$ cat src/rtl/evr_pkg.sv
package evr_pkg;
   localparam int EVR_NSRC   = 3;
   localparam int EVR_KIND_W = 2;

   // Kind code equals the source index; lower index has higher priority.
   typedef enum logic [EVR_KIND_W-1:0] {
      KIND_STATE = 2'd0,
      KIND_CMD   = 2'd1,
      KIND_XFER  = 2'd2
   } evr_kind_e;

   typedef enum logic {
      PH_IDLE,
      PH_WRITE
   } evr_phase_e;
endpackage

$ cat src/rtl/evr_prio_pick.sv
module evr_prio_pick #(
   parameter int N     = 3,
   localparam int IDX_W = (N > 1) ? $clog2(N) : 1
) (
   input  logic             clk,
   input  logic             rst_n,
   input  logic [N-1:0]     req,
   output logic [N-1:0]     grant,
   output logic [IDX_W-1:0] idx
);
   initial assert (N >= 2) else $error("evr_prio_pick: N must be at least 2");

   for (genvar i = 0; i < N; i++) begin : g_grant
      if (i == 0) begin : g_top
         assign grant[i] = req[i];
      end else begin : g_rest
         assign grant[i] = req[i] & ~(|req[i-1:0]);
      end
   end

   always_comb begin
      idx = '0;
      for (int k = N-1; k >= 0; k--) begin
         if (grant[k]) idx = IDX_W'(k);
      end
   end


   top_wins_chk: assert property (@(posedge clk) disable iff (!rst_n)
      req[0] |-> (grant == N'(1)));

   single_grant_chk: assert property (@(posedge clk) disable iff (!rst_n)
      $onehot0(grant) && ((|req) == (|grant)));
endmodule

$ cat src/rtl/evr_ring_ptr.sv
module evr_ring_ptr #(
   parameter int DEPTH = 8,
   localparam int PTR_W = $clog2(DEPTH),
   localparam logic [PTR_W-1:0] LAST = PTR_W'(DEPTH - 1)
) (
   input  logic             clk,
   input  logic             rst_n,
   input  logic             adv,
   output logic [PTR_W-1:0] ptr
);
   initial assert (DEPTH >= 2) else $error("evr_ring_ptr: DEPTH must be at least 2");

   logic [PTR_W-1:0] nxt;

   if ((DEPTH & (DEPTH - 1)) == 0) begin : g_pow2
      assign nxt = ptr + 1'b1;
   end else begin : g_mod
      assign nxt = (ptr == LAST) ? '0 : ptr + 1'b1;
   end

   always_ff @(posedge clk or negedge rst_n) begin
      if (!rst_n)   ptr <= '0;
      else if (adv) ptr <= nxt;
   end


   wrap_chk: assert property (@(posedge clk) disable iff (!rst_n)
      (adv && ptr == LAST) |=> (ptr == '0));

   step_chk: assert property (@(posedge clk) disable iff (!rst_n)
      (adv && ptr != LAST) |=> (ptr == $past(ptr) + 1'b1));

   hold_chk: assert property (@(posedge clk) disable iff (!rst_n)
      !adv |=> $stable(ptr));
endmodule

$ cat src/rtl/event_ring_producer.sv
module event_ring_producer
   import evr_pkg::*;
#(
   parameter int RING_DEPTH = 8,
   parameter int CODE_W     = 8,
   parameter int ADDR_W     = 32,
   parameter int ELEM_BYTES = 16,
   parameter logic [ADDR_W-1:0] BASE_ADDR = 32'h0000_4000,
   localparam int PTR_W  = $clog2(RING_DEPTH),
   localparam int DESC_W = EVR_KIND_W + CODE_W,
   localparam int IDX_W  = $clog2(EVR_NSRC)
) (
   input  logic                       clk,
   input  logic                       rst_n,
   input  logic [EVR_NSRC-1:0]        src_valid,
   input  logic [EVR_NSRC*CODE_W-1:0] src_code,
   output logic [EVR_NSRC-1:0]        src_ready,
   input  logic                       host_wp_we,
   input  logic [PTR_W-1:0]           host_wp,
   output logic                       mw_valid,
   output logic [ADDR_W-1:0]          mw_addr,
   output logic [DESC_W-1:0]          mw_data,
   input  logic                       mw_ack,
   output logic                       irq
);
   initial assert (RING_DEPTH >= 2 && CODE_W >= 1 && ELEM_BYTES >= 1 && ADDR_W > PTR_W)
      else $error("event_ring_producer: bad parameter set");

   evr_phase_e          phase;
   logic [PTR_W-1:0]    rp;
   logic [PTR_W-1:0]    wp_q;
   logic [DESC_W-1:0]   desc_q;
   logic [EVR_NSRC-1:0] grant;
   logic [IDX_W-1:0]    pick;
   logic                ring_full;
   logic                open;
   logic                take;
   logic                done;
   evr_kind_e           kind;

   evr_prio_pick #(.N(EVR_NSRC)) u_pick (
      .clk   (clk),
      .rst_n (rst_n),
      .req   (src_valid),
      .grant (grant),
      .idx   (pick)
   );

   evr_ring_ptr #(.DEPTH(RING_DEPTH)) u_rp (
      .clk   (clk),
      .rst_n (rst_n),
      .adv   (done),
      .ptr   (rp)
   );

   // Swapped test: producer at rp, host frees by moving wp; equal means no room.
   assign ring_full = (rp == wp_q);
   assign open      = (phase == PH_IDLE) && !ring_full;
   assign src_ready = open ? grant : '0;
   assign take      = |(src_valid & src_ready);
   assign done      = (phase == PH_WRITE) && mw_ack;
   assign kind      = evr_kind_e'(pick);

   assign mw_valid = (phase == PH_WRITE);
   assign mw_data  = desc_q;
   assign mw_addr  = BASE_ADDR + (ADDR_W'(rp) * ADDR_W'(ELEM_BYTES));

   always_ff @(posedge clk or negedge rst_n) begin
      if (!rst_n)          wp_q <= PTR_W'(RING_DEPTH - 1);
      else if (host_wp_we) wp_q <= host_wp;
   end

   always_ff @(posedge clk or negedge rst_n) begin
      if (!rst_n) begin
         phase  <= PH_IDLE;
         desc_q <= '0;
         irq    <= 1'b0;
      end else begin
         irq <= done;
         case (phase)
            PH_IDLE: if (take) begin
               desc_q <= {kind, src_code[pick*CODE_W +: CODE_W]};
               phase  <= PH_WRITE;
            end
            PH_WRITE: if (mw_ack) phase <= PH_IDLE;
            default:  phase <= PH_IDLE;
         endcase
      end
   end


   no_take_full_chk: assert property (@(posedge clk) disable iff (!rst_n)
      ring_full |-> !(|(src_valid & src_ready)) ##1 !$rose(mw_valid));

   busy_ready_chk: assert property (@(posedge clk) disable iff (!rst_n)
      mw_valid |-> (src_ready == '0));

   hold_write_chk: assert property (@(posedge clk) disable iff (!rst_n)
      (mw_valid && !mw_ack) |=> (mw_valid && $stable(mw_addr) && $stable(mw_data)));

   irq_pulse_chk: assert property (@(posedge clk) disable iff (!rst_n)
      irq |=> !irq);

   irq_cause_chk: assert property (@(posedge clk) disable iff (!rst_n)
      irq |-> $past(mw_valid && mw_ack));

   irq_follow_chk: assert property (@(posedge clk) disable iff (!rst_n)
      (mw_valid && mw_ack) |=> irq);
endmodule

$ cat config.mk
export PLATFORM = sky130hd
export DESIGN_NAME = event_ring_producer
export DESIGN_NICKNAME = d
export VERILOG_FILES = /design/src/rtl/evr_pkg.sv /design/src/rtl/evr_prio_pick.sv /design/src/rtl/evr_ring_ptr.sv /design/src/rtl/event_ring_producer.sv
export SDC_FILE = /design/constraint.sdc
export NUM_CORES = 1
export LEC_CHECK = 0
export BUFFER_PORTS_ARGS = -buffer_cell sky130_fd_sc_hd__buf_2
export CAP_MARGIN = 20
export CELL_PAD_IN_SITES_DETAIL_PLACEMENT = 0
export CELL_PAD_IN_SITES_GLOBAL_PLACEMENT = 2
export CORE_ASPECT_RATIO = 0.6
export CORE_MARGIN = 2
export CORE_UTILIZATION = 25
export CTS_BUF_LIST = sky130_fd_sc_hd__clkbuf_4 sky130_fd_sc_hd__clkbuf_8
export DETAILED_ROUTE_END_ITERATION = 7
export PLACE_DENSITY_LB_ADDON = 0.12
export SKIP_CTS_REPAIR_TIMING = 1
export SYNTH_ARGS = -nofsm -noshare
export SYNTH_HDL_FRONTEND = slang
export SYNTH_SLANG_ARGS = --single-unit
export TNS_END_PERCENT = 50
$ cat constraint.sdc
create_clock -name clk -period 3.8 [get_ports clk]
set_input_delay 0.95 -clock clk [delete_from_list [all_inputs] [get_ports clk]]
set_output_delay 0.95 -clock clk [all_outputs]
set_load 0.1 [all_outputs]
# Yosys cells after proc, flatten, opt, wreduce, memory -nomap -nowiden

Index checks and enable logic that the tools add are counted.

Equal/unequal tests: 1
Shift operators: 1
Multiplexer cells: 7
Add/sub/neg operators: 2
Reduce and logical (&&, ||, !) cells: 6
Bitwise logic cells: 6

Operators with widths:

| cell                    | number |
|---|---|
| $shiftx A24 B6 Y8       | 1 |
| $add A15 B7 Y16 const A | 1 |
| $mux W2                 | 3 |
| $add A3 B1 Y3 const B   | 1 |
| $and A3 B3 Y3           | 1 |
| $eq A3 B3 Y1            | 1 |
| $mux W3                 | 1 |
| $not A1 Y1              | 3 |
| $reduce_or A3 Y1        | 1 |
| $and A1 B1 Y1           | 2 |
| $logic_and A1 B1 Y1     | 2 |
| $mux W1                 | 2 |
| $pmux W1 S2             | 1 |
| $reduce_and A2 Y1       | 1 |
| $reduce_or A2 Y1        | 1 |
| $logic_not A1 Y1        | 1 |

Register bits after elaboration: 18
Bits of input ports: 34
Output and inout bits: 47
Logic and storage cells: 28

# Logic depth before layout (Yosys ltp)

Gate-level depths: netlist of the first run.

Word-level depth: 8
Gate-level depth with buffers: 5
Mapped depth without buffers: 4

# Modules after synthesis

From an unflattened synthesis of the first run, not the netlist that was laid out.

Cell total of the unflattened synthesis: 113
Area total of the unflattened synthesis: 1187.4 um^2

Modules (own cells, without submodules):

| module              | seq. area each (um^2) | instances | cells each | area each (um^2) |
|---|---|---|---|---|
| event_ring_producer | 379.1                 | 1         | 100        | 1024.7 |
| evr_ring_ptr        | 75.1                  | 1         | 8          | 123.9 |
| evr_prio_pick       | 0.0                   | 1         | 5          | 38.8 |

# Worst setup path after synthesis of the first run

Ideal clock, no wire load.

Kind: reg-to-output
Start: reg u_rp.ptr[2]
End: out src_ready[0]
Arrival: 2.761 ns
Required time: 2.850 ns
Stages on the path, launching flop included: 4
Path buffers: 0
Slack: 0.089 ns
Cell sequence: dfrtp_1 xnor2_1 a31o_2 nor2_1

Cells in the longest elaborated chain, start to end: 4

Ends and longest elaborated chain:

| element                  | line                      | source |
|---|---|---|
| start: declaration       | evr_ring_ptr.sv:9         | `output logic [PTR_W-1:0] ptr` |
| start signal: assignment | evr_ring_ptr.sv:23        | `else if (adv) ptr <= nxt;` |
| $eq A3 B3 Y1             | event_ring_producer.sv:57 | `assign ring_full = (rp == wp_q);` |
| $logic_not A1 Y1         | event_ring_producer.sv:58 | `assign open = (phase == PH_IDLE) && !ring_full;` |
| $logic_and A1 B1 Y1      | event_ring_producer.sv:58 |  |
| $mux W3                  | event_ring_producer.sv:59 | `assign src_ready = open ? grant : '0;` |
| end: declaration         | event_ring_producer.sv:17 | `output logic [EVR_NSRC-1:0] src_ready,` |

No other way between the ends.

# Worst setup path in the final report of the first run

Start: in src_valid[1]
End: out src_ready[2]

Cells in the longest elaborated chain, start to end: 4

Ends and longest elaborated chain:

| element            | line                      | source |
|---|---|---|
| start: declaration | event_ring_producer.sv:15 | `input logic [EVR_NSRC-1:0] src_valid,` |
| $reduce_or A2 Y1   | evr_prio_pick.sv:17       | `assign grant[i] = req[i] & ~(\|req[i-1:0]);` |
| $not A1 Y1         | evr_prio_pick.sv:17       |  |
| $and A1 B1 Y1      | evr_prio_pick.sv:17       |  |
| $mux W3            | event_ring_producer.sv:59 |  |

No other way between the ends.

==> summary.md, run 1 <==
| Metric | Value |
|---|---|
| Max-slew headroom | `53.5%` |
| GRT met1 Usage | `16.6%` |
| Clk_lat worst skew | `0.25 ns` |
| Core Region | `4560 sq um` |
| Ant diodes | `0` |
| Worst Path Required | `2.85 ns` |
| WL final | `2.90 mm` |
| DR vias | `903` |
| Area occupied by multi-input gates | `587 sq um` |
| Final core occ | `31.7%` |
| Register bit total from synthesis | `18` |
| Final hold viol count | `0` |
| Mapped Cells | `114` |
| Crit share post-route | `78.7%` |
| RSZ-0062 raised after global routing | `no` |
| Clock root cell | `clkbuf_8` |
| Total of max-cap violations | `0` |
| Clock transition at path regs | `0.07 ns` |
| Drt wl/cell | `12.7 um` |
| Most frequent cell after synthesis | `buf_4` |
| Dpl hpwl | `2.29 mm` |
| Filler cells | `495` |
| CTS max path bufs | `2` |
| Ys async rst share | `100%` |
| Hold Crit Class | `flip-flop to flip-flop` |
| Crit path time final | `2.99 ns` |
| Yosys top cell area share | `31.8%` |
| CP Launch Type | `input port` |
| Synth Warn # | `0` |
| Die area | `5310 sq um` |
| Final setup vio count | `0` |
| Area leader, netlist | `dfrtp_1` |
| I/O Pins | `81` |
| Clk sink count | `18` |
| GP Congestion | `0.709` |
| CTS buffer count | `3` |
| Area delta synth->final | `22.7%` |
| Final net count | `201` |
| Iteration-0 DRC Markers | `47` |
| Worst-path fanout max | `13` |
| Die Wd | `92.7 um` |
| Largest cells by area after synthesis | `dfrtp_1, buf_4, mux2_4, dfstp_2, a22oi_1` |
| Top FF cell, synth | `dfrtp_1` |
| Avg Inst Size Synth | `10.4 sq um` |
| CP Capture Type | `primary output` |
| Die extent in y | `57.2 um` |
| Core Rows | `19` |
| Cell area after synthesis | `1180 sq um` |
| FF/Latch Area | `454 sq um` |
| Drt via density | `3.96` |
| Global-route wire length before repair | `4.47 mm` |
| Register area share after synthesis | `38.5%` |
| Starting Density | `25.9%` |
| EDFF count, synth | `0` |
| Tot GR Track Use | `11.3%` |
| CTS tree | `done` |
| Post-synth top cells | `buf_4, dfrtp_1, nand2_1` |
| Routed Antenna Nets | `0` |
| Arrival time at the worst endpoint | `2.04 ns` |
| Initial antenna violation count | `0` |
| Crit Path Class | `input port to primary output` |
| # DRC | `0` |
| Largest net degree at the start of global routing | `19` |
| Max Transition Viols Final | `0` |
| Met2 Track Usage GR | `15.5%` |
| Grt met3 use | `4.23%` |
| Share of cells above drive strength 1 | `44.8%` |
| Setup TNS | `0 ns` |
| Gr busiest metal | `met1` |
| Netlist cell types | `25` |
| Outcome | `complete, no violations` |
| Port Buffers | `51` |
| Vias in the first global route | `832` |
| Slew @ Worst Pin | `0.698 ns` |
| Fmax | `334 MHz` |
| Pre-antenna DRT Iters | `4` |
| GRT Residual Overflow | `0` |
| Final clock skew | `0.00149 ns` |
| H-tree lvl count | `1` |
==> worst paths after layout <==
path | from | to | slack (ns) | depth (start not counted)
min in group asynchronous | rst_n | mw_data[8] | 0.62 | 1
max in group asynchronous | rst_n | wp_q[0] | 2.85 | 1
hold reg to reg | mw_data[6] | mw_data[6] | 0.51 | 1
hold / removal | mw_data[6] | mw_data[6] | 0.51 | 1
setup reg to reg | u_rp.ptr[0] | mw_data[5] | 2.20 | 4
setup / recovery | src_valid[1] | src_ready[2] | 0.81 | 5
==> cell usage in the layout (no fill, tap or decap), drive strengths merged, types with 4 or more instances in the layout <==
cell type | netlist | layout
buf | 30 | 52
xnor2 | 5 | 5
nor2 | 4 | 4
a22oi | 8 | 8
dfrtp | 15 | 15
mux2 | 12 | 12
conb | 2 | 29
nand2 | 10 | 10
clkbuf | 2 | 4
o21ai | 9 | 9
==> layout make-up <==
class	instances	area share, %
Tap cell	63	5.44
Timing Repair Buffer	52	18.1
Sequential cell	18	31.3
Clock buffer	4	3.80
Multi-Input combinational cell	88	40.5
Inverter	3	0.777
==> per-stage QoR <==
| step | worst slack (ns) | cells | instance area (sq um) | hold WS (ns) |
|---|---|---|---|---|
| 3_5_place_dp | 0.799 | 224 | 1390 | 0.496 |
| 4_1_cts | 0.797 | 228 | 1450 | 0.517 |
| 3_3_place_gp | 0.823 | 224 | 1390 | 0.493 |
| 5_1_grt | 0.731 | 228 | 1450 | 0.528 |
| 6_report | 0.810 | 228 | 1450 | 0.512 |
| 2_1_floorplan | 0.0892 | 141 | 1280 | 0.609 |
==> routing by layer <==
| layer | up-vias | share of wire [%] |
|---|---|---|
| li1 | 432 | - |
| met3 | 0 | 8.0 |
| met2 | 48 | 43 |
| met1 | 423 | 49 |
| met4 | 0 | 0 |
| met5 | - | 0 |
==> registers in the layout, indices dropped and copies added (netlist names) <==
name / flops
irq: 1
mw_data: 10
mw_valid: 1
u_rp.ptr: 3
wp_q: 3
==> critical path, stage by stage <==
cell and delay [ns]:
buf_2 0.19, nor2b_1 0.13, buf_4 0.17, and3_1 0.16, buf_2 0.42
==> logic make-up after synthesis <==
logic type               Yosys count  synth area share (%)
buffers and inverters             35                  20.4
AO/OA/AOI/OAI                     23                  15.0
flip-flops                        18                  38.5
AND/OR/NAND/NOR                   18                  6.67
multiplexers                      12                  14.0
XOR/XNOR                           5                  3.71
other                              2                 0.636
adder cells (fa/ha/maj)            1                  1.06
Power of run 1 is left out: the tool's default activity adds up to more than one toggle a clock period on the data nets, which glitch-free logic cannot reach.
==> run 2: changes to the inputs <==
Settings changed: ABC_AREA set to 1, CORE_UTILIZATION 25 to 23.
Clock period 3.8 ns to 2.85 ns, I/O delays scaled along.
==> run 2 against run 1 <==
Worst hold slack got worse by 0.13 ns. Critical path depth unchanged. Setup slack got worse by 0.37 ns. Synthesized cell count increased by 34%. Count of clock-buffer cells in the layout unchanged. Non-clock buffer count decreased by 1. Routed wire length increased by 2.0%. Register-to-register slack got worse by 0.99 ns. Critical path type unchanged.
==> summary.md, run 2 <==
| Metric | Value |
|---|---|
| Outcome | `complete, no violations (unchanged)` |
| Arrival time at the worst endpoint | `1.69 ns (was 2.04 ns)` |
| Drt via density | `3.80 (was 3.96)` |
| Ant diodes | `0 (unchanged)` |
| Max Transition Viols Final | `0 (unchanged)` |
| Fmax | `416 MHz` |
| Starting Density | `23.6% (was 25.9%)` |
| Final clock skew | `0.00401 ns (was 0.00149 ns)` |
| Final net count | `237 (was 201)` |
| Pre-antenna DRT Iters | `4 (unchanged)` |
| Clock transition at path regs | `0.07 ns (about the same)` |
| Max FFs per register | `10 (unchanged)` |
| Core Rows | `21 (was 19)` |
| Drt wl/cell | `10.5 um (was 12.7 um)` |
| Slew @ Worst Pin | `0.512 ns (was 0.698 ns)` |
| Vias in the first global route | `1036 (was 832)` |
| Cell area after synthesis | `1310 sq um (was 1180 sq um)` |
| Netlist cell types | `27 (was 25)` |
| Die extent in y | `62.5 um (was 57.2 um)` |
| GP Congestion | `0.722 (was 0.709)` |
| WL final | `2.96 mm (was 2.90 mm)` |
| Final setup vio count | `0 (unchanged)` |
| Most frequent cell after synthesis | `nand2_1 (was buf_4)` |
| Largest net degree at the start of global routing | `19 (unchanged)` |
| Mapped Cells | `153 (was 114)` |
| Reg2reg start | `wp_q[0] (was u_rp.ptr[0])` |
| # DRC | `0 (unchanged)` |
| Worst Setup SP | `src_valid[0] (was src_valid[1])` |
| Hold Crit Class | `input port to async pin (was flip-flop to flip-flop)` |
| Design area | `1560 sq um (was 1450 sq um)` |
| CP Capture Type | `primary output (unchanged)` |
| Global-route wire length before repair | `4.74 mm (was 4.47 mm)` |
| Iteration-0 DRC Markers | `24 (was 47)` |
| DR vias | `1067 (was 903)` |
| I/O Pins | `81 (unchanged)` |
| Ys async rst share | `100% (unchanged)` |
| CTS tree | `done (unchanged)` |
| Final hold viol count | `0 (unchanged)` |
| Most frequent cells in the layout | `buf_2, nand2_1, conb_1, dfrtp_1, nand3_1 (was buf_2, conb_1, dfrtp_1, nand2_1)` |
| Crit path time final | `2.41 ns` |
| Yosys top cell area share | `28.7% (was 31.8%)` |
| Avg Inst Size Synth | `8.56 sq um (was 10.4 sq um)` |
| Crit Path Class | `input port to primary output (unchanged)` |
| Largest cells by area after synthesis | `dfrtp_1, buf_4, nand2_1, nand3_2, dfstp_2 (was dfrtp_1, buf_4, mux2_4, dfstp_2, a22oi_1)` |
| Max-slew headroom | `65.7% (was 53.5%)` |
| Worst Path Required | `2.14 ns (was 2.85 ns)` |
| Placed instance area | `1510 sq um (was 1390 sq um)` |
| CTS buffer count | `3 (unchanged)` |
| Total of max-cap violations | `0 (unchanged)` |
| Dpl hpwl | `2.56 mm (was 2.29 mm)` |
| Crit share post-route | `84.4%` |
| Die area | `6340 sq um (was 5310 sq um)` |
| Share of cells above drive strength 1 | `40.3% (was 44.8%)` |
| CP Launch Type | `input port (unchanged)` |
| Filler cells | `628 (was 495)` |
| Routed Antenna Nets | `0 (unchanged)` |
| Initial antenna violation count | `0 (unchanged)` |
| Core Region | `5540 sq um (was 4560 sq um)` |
| Post-synth top cells | `nand2_1, buf_4, dfrtp_1, nor2_1, nand3_1 (was buf_4, dfrtp_1, nand2_1)` |
| Synth Warn # | `0 (unchanged)` |
| EDFF count, synth | `0 (unchanged)` |
| Register bit total from synthesis | `18 (unchanged)` |
| Die Wd | `101 um (was 92.7 um)` |
| RSZ-0062 raised after global routing | `no (unchanged)` |
| H-tree lvl count | `1 (unchanged)` |
| Clk_lat worst skew | `0.25 ns (about the same)` |
| Most common cell after layout, fill and taps aside | `buf_2 (unchanged)` |
| Tot GR Track Use | `9.54% (was 11.3%)` |
| Clock root cell | `clkbuf_8 (unchanged)` |
| Top FF cell, synth | `dfrtp_1 (unchanged)` |
| GRT Residual Overflow | `0 (unchanged)` |
| Area delta synth->final | `19.4% (was 22.7%)` |
| Area leader, netlist | `dfrtp_1 (unchanged)` |
| CTS max path bufs | `2 (unchanged)` |
| Clk sink count | `18 (unchanged)` |
| Port Buffers | `51 (unchanged)` |
| Register area share after synthesis | `34.7% (was 38.5%)` |
| Worst-path fanout max | `12 (was 13)` |
run 2: cell types whose count changed in the layout (fill, tap and decap cells not counted), moves of 4 or more:
cell     previous run  this run
nor2_1              4         8
mux2_4              8         0
nand3_1             0         9
a31oi_1             0         8
nand2_2             0         4
nand3_2             0         8
nand2_1            10        35
a22oi_1             8         0
o21ai_0             8         3
run 2: path summary, 6_finish.rpt:
kind | endpoint | slack [ns] | cells after the start
worst max-delay path | src_ready[1] | 0.45 | 5
worst min-delay path | irq | 0.38 | 1
worst max register to register | mw_data[2] | 1.21 | 9
worst min register to register | wp_q[0] | 0.51 | 2
max in group asynchronous | wp_q[2] | 2.14 | 1
min in group clk | wp_q[0] | 0.51 | 2
run 2: worst max-delay path: stages:
cell and delay [ns]:
buf_2 0.13, inv_2 0.19, nand4_1 0.16, inv_1 0.09, buf_2 0.42
run 2: kinds of logic after synthesis:
logic type	after synthesis	synth area share (%)
AO/OA/AOI/OAI	14	7.74
XOR/XNOR	3	2.01
adder cells (fa/ha/maj)	1	0.955
buffers and inverters	43	23.8
flip-flops	18	34.7
multiplexers	1	0.860
other	2	0.573
AND/OR/NAND/NOR	71	29.4
run 2: per-layer routing:
metal	track usage, %	vias up	wire length, um
met3	3.13	2	230
met4	2.03	0	24
met1	12.6	483	1390
met2	15.1	50	1310
met5	0	-	0
li1	-	532	-
run 2: per-stage QoR:
| step | setup TNS [ns] | util, % | setup slack [ns] | hold slack, ns | std cells |
|---|---|---|---|---|---|
| after global routing | 0 | 28.2 | 0.342 | 0.400 | 281 |
| after CTS | 0 | 28.2 | 0.420 | 0.388 | 281 |
| after detailed placement | 0 | 27.2 | 0.426 | 0.505 | 277 |
| final | 0 | 28.2 | 0.445 | 0.379 | 281 |
| after floorplan | -0.209 | - | -0.114 | 0.417 | 180 |
| after global placement | 0 | 27.2 | 0.442 | 0.489 | 277 |
run 2: final cells by class:
type	count	area (sq um)	share of cell area (%)
multi-input combinational	119	651	41.6
timing repair buffer	51	270	17.3
sequential	18	454	29.0
tap	80	100	6.40
inverter	9	33.8	2.16
clock buffer	4	55.1	3.52
Power of run 2 is left out for the same reason.
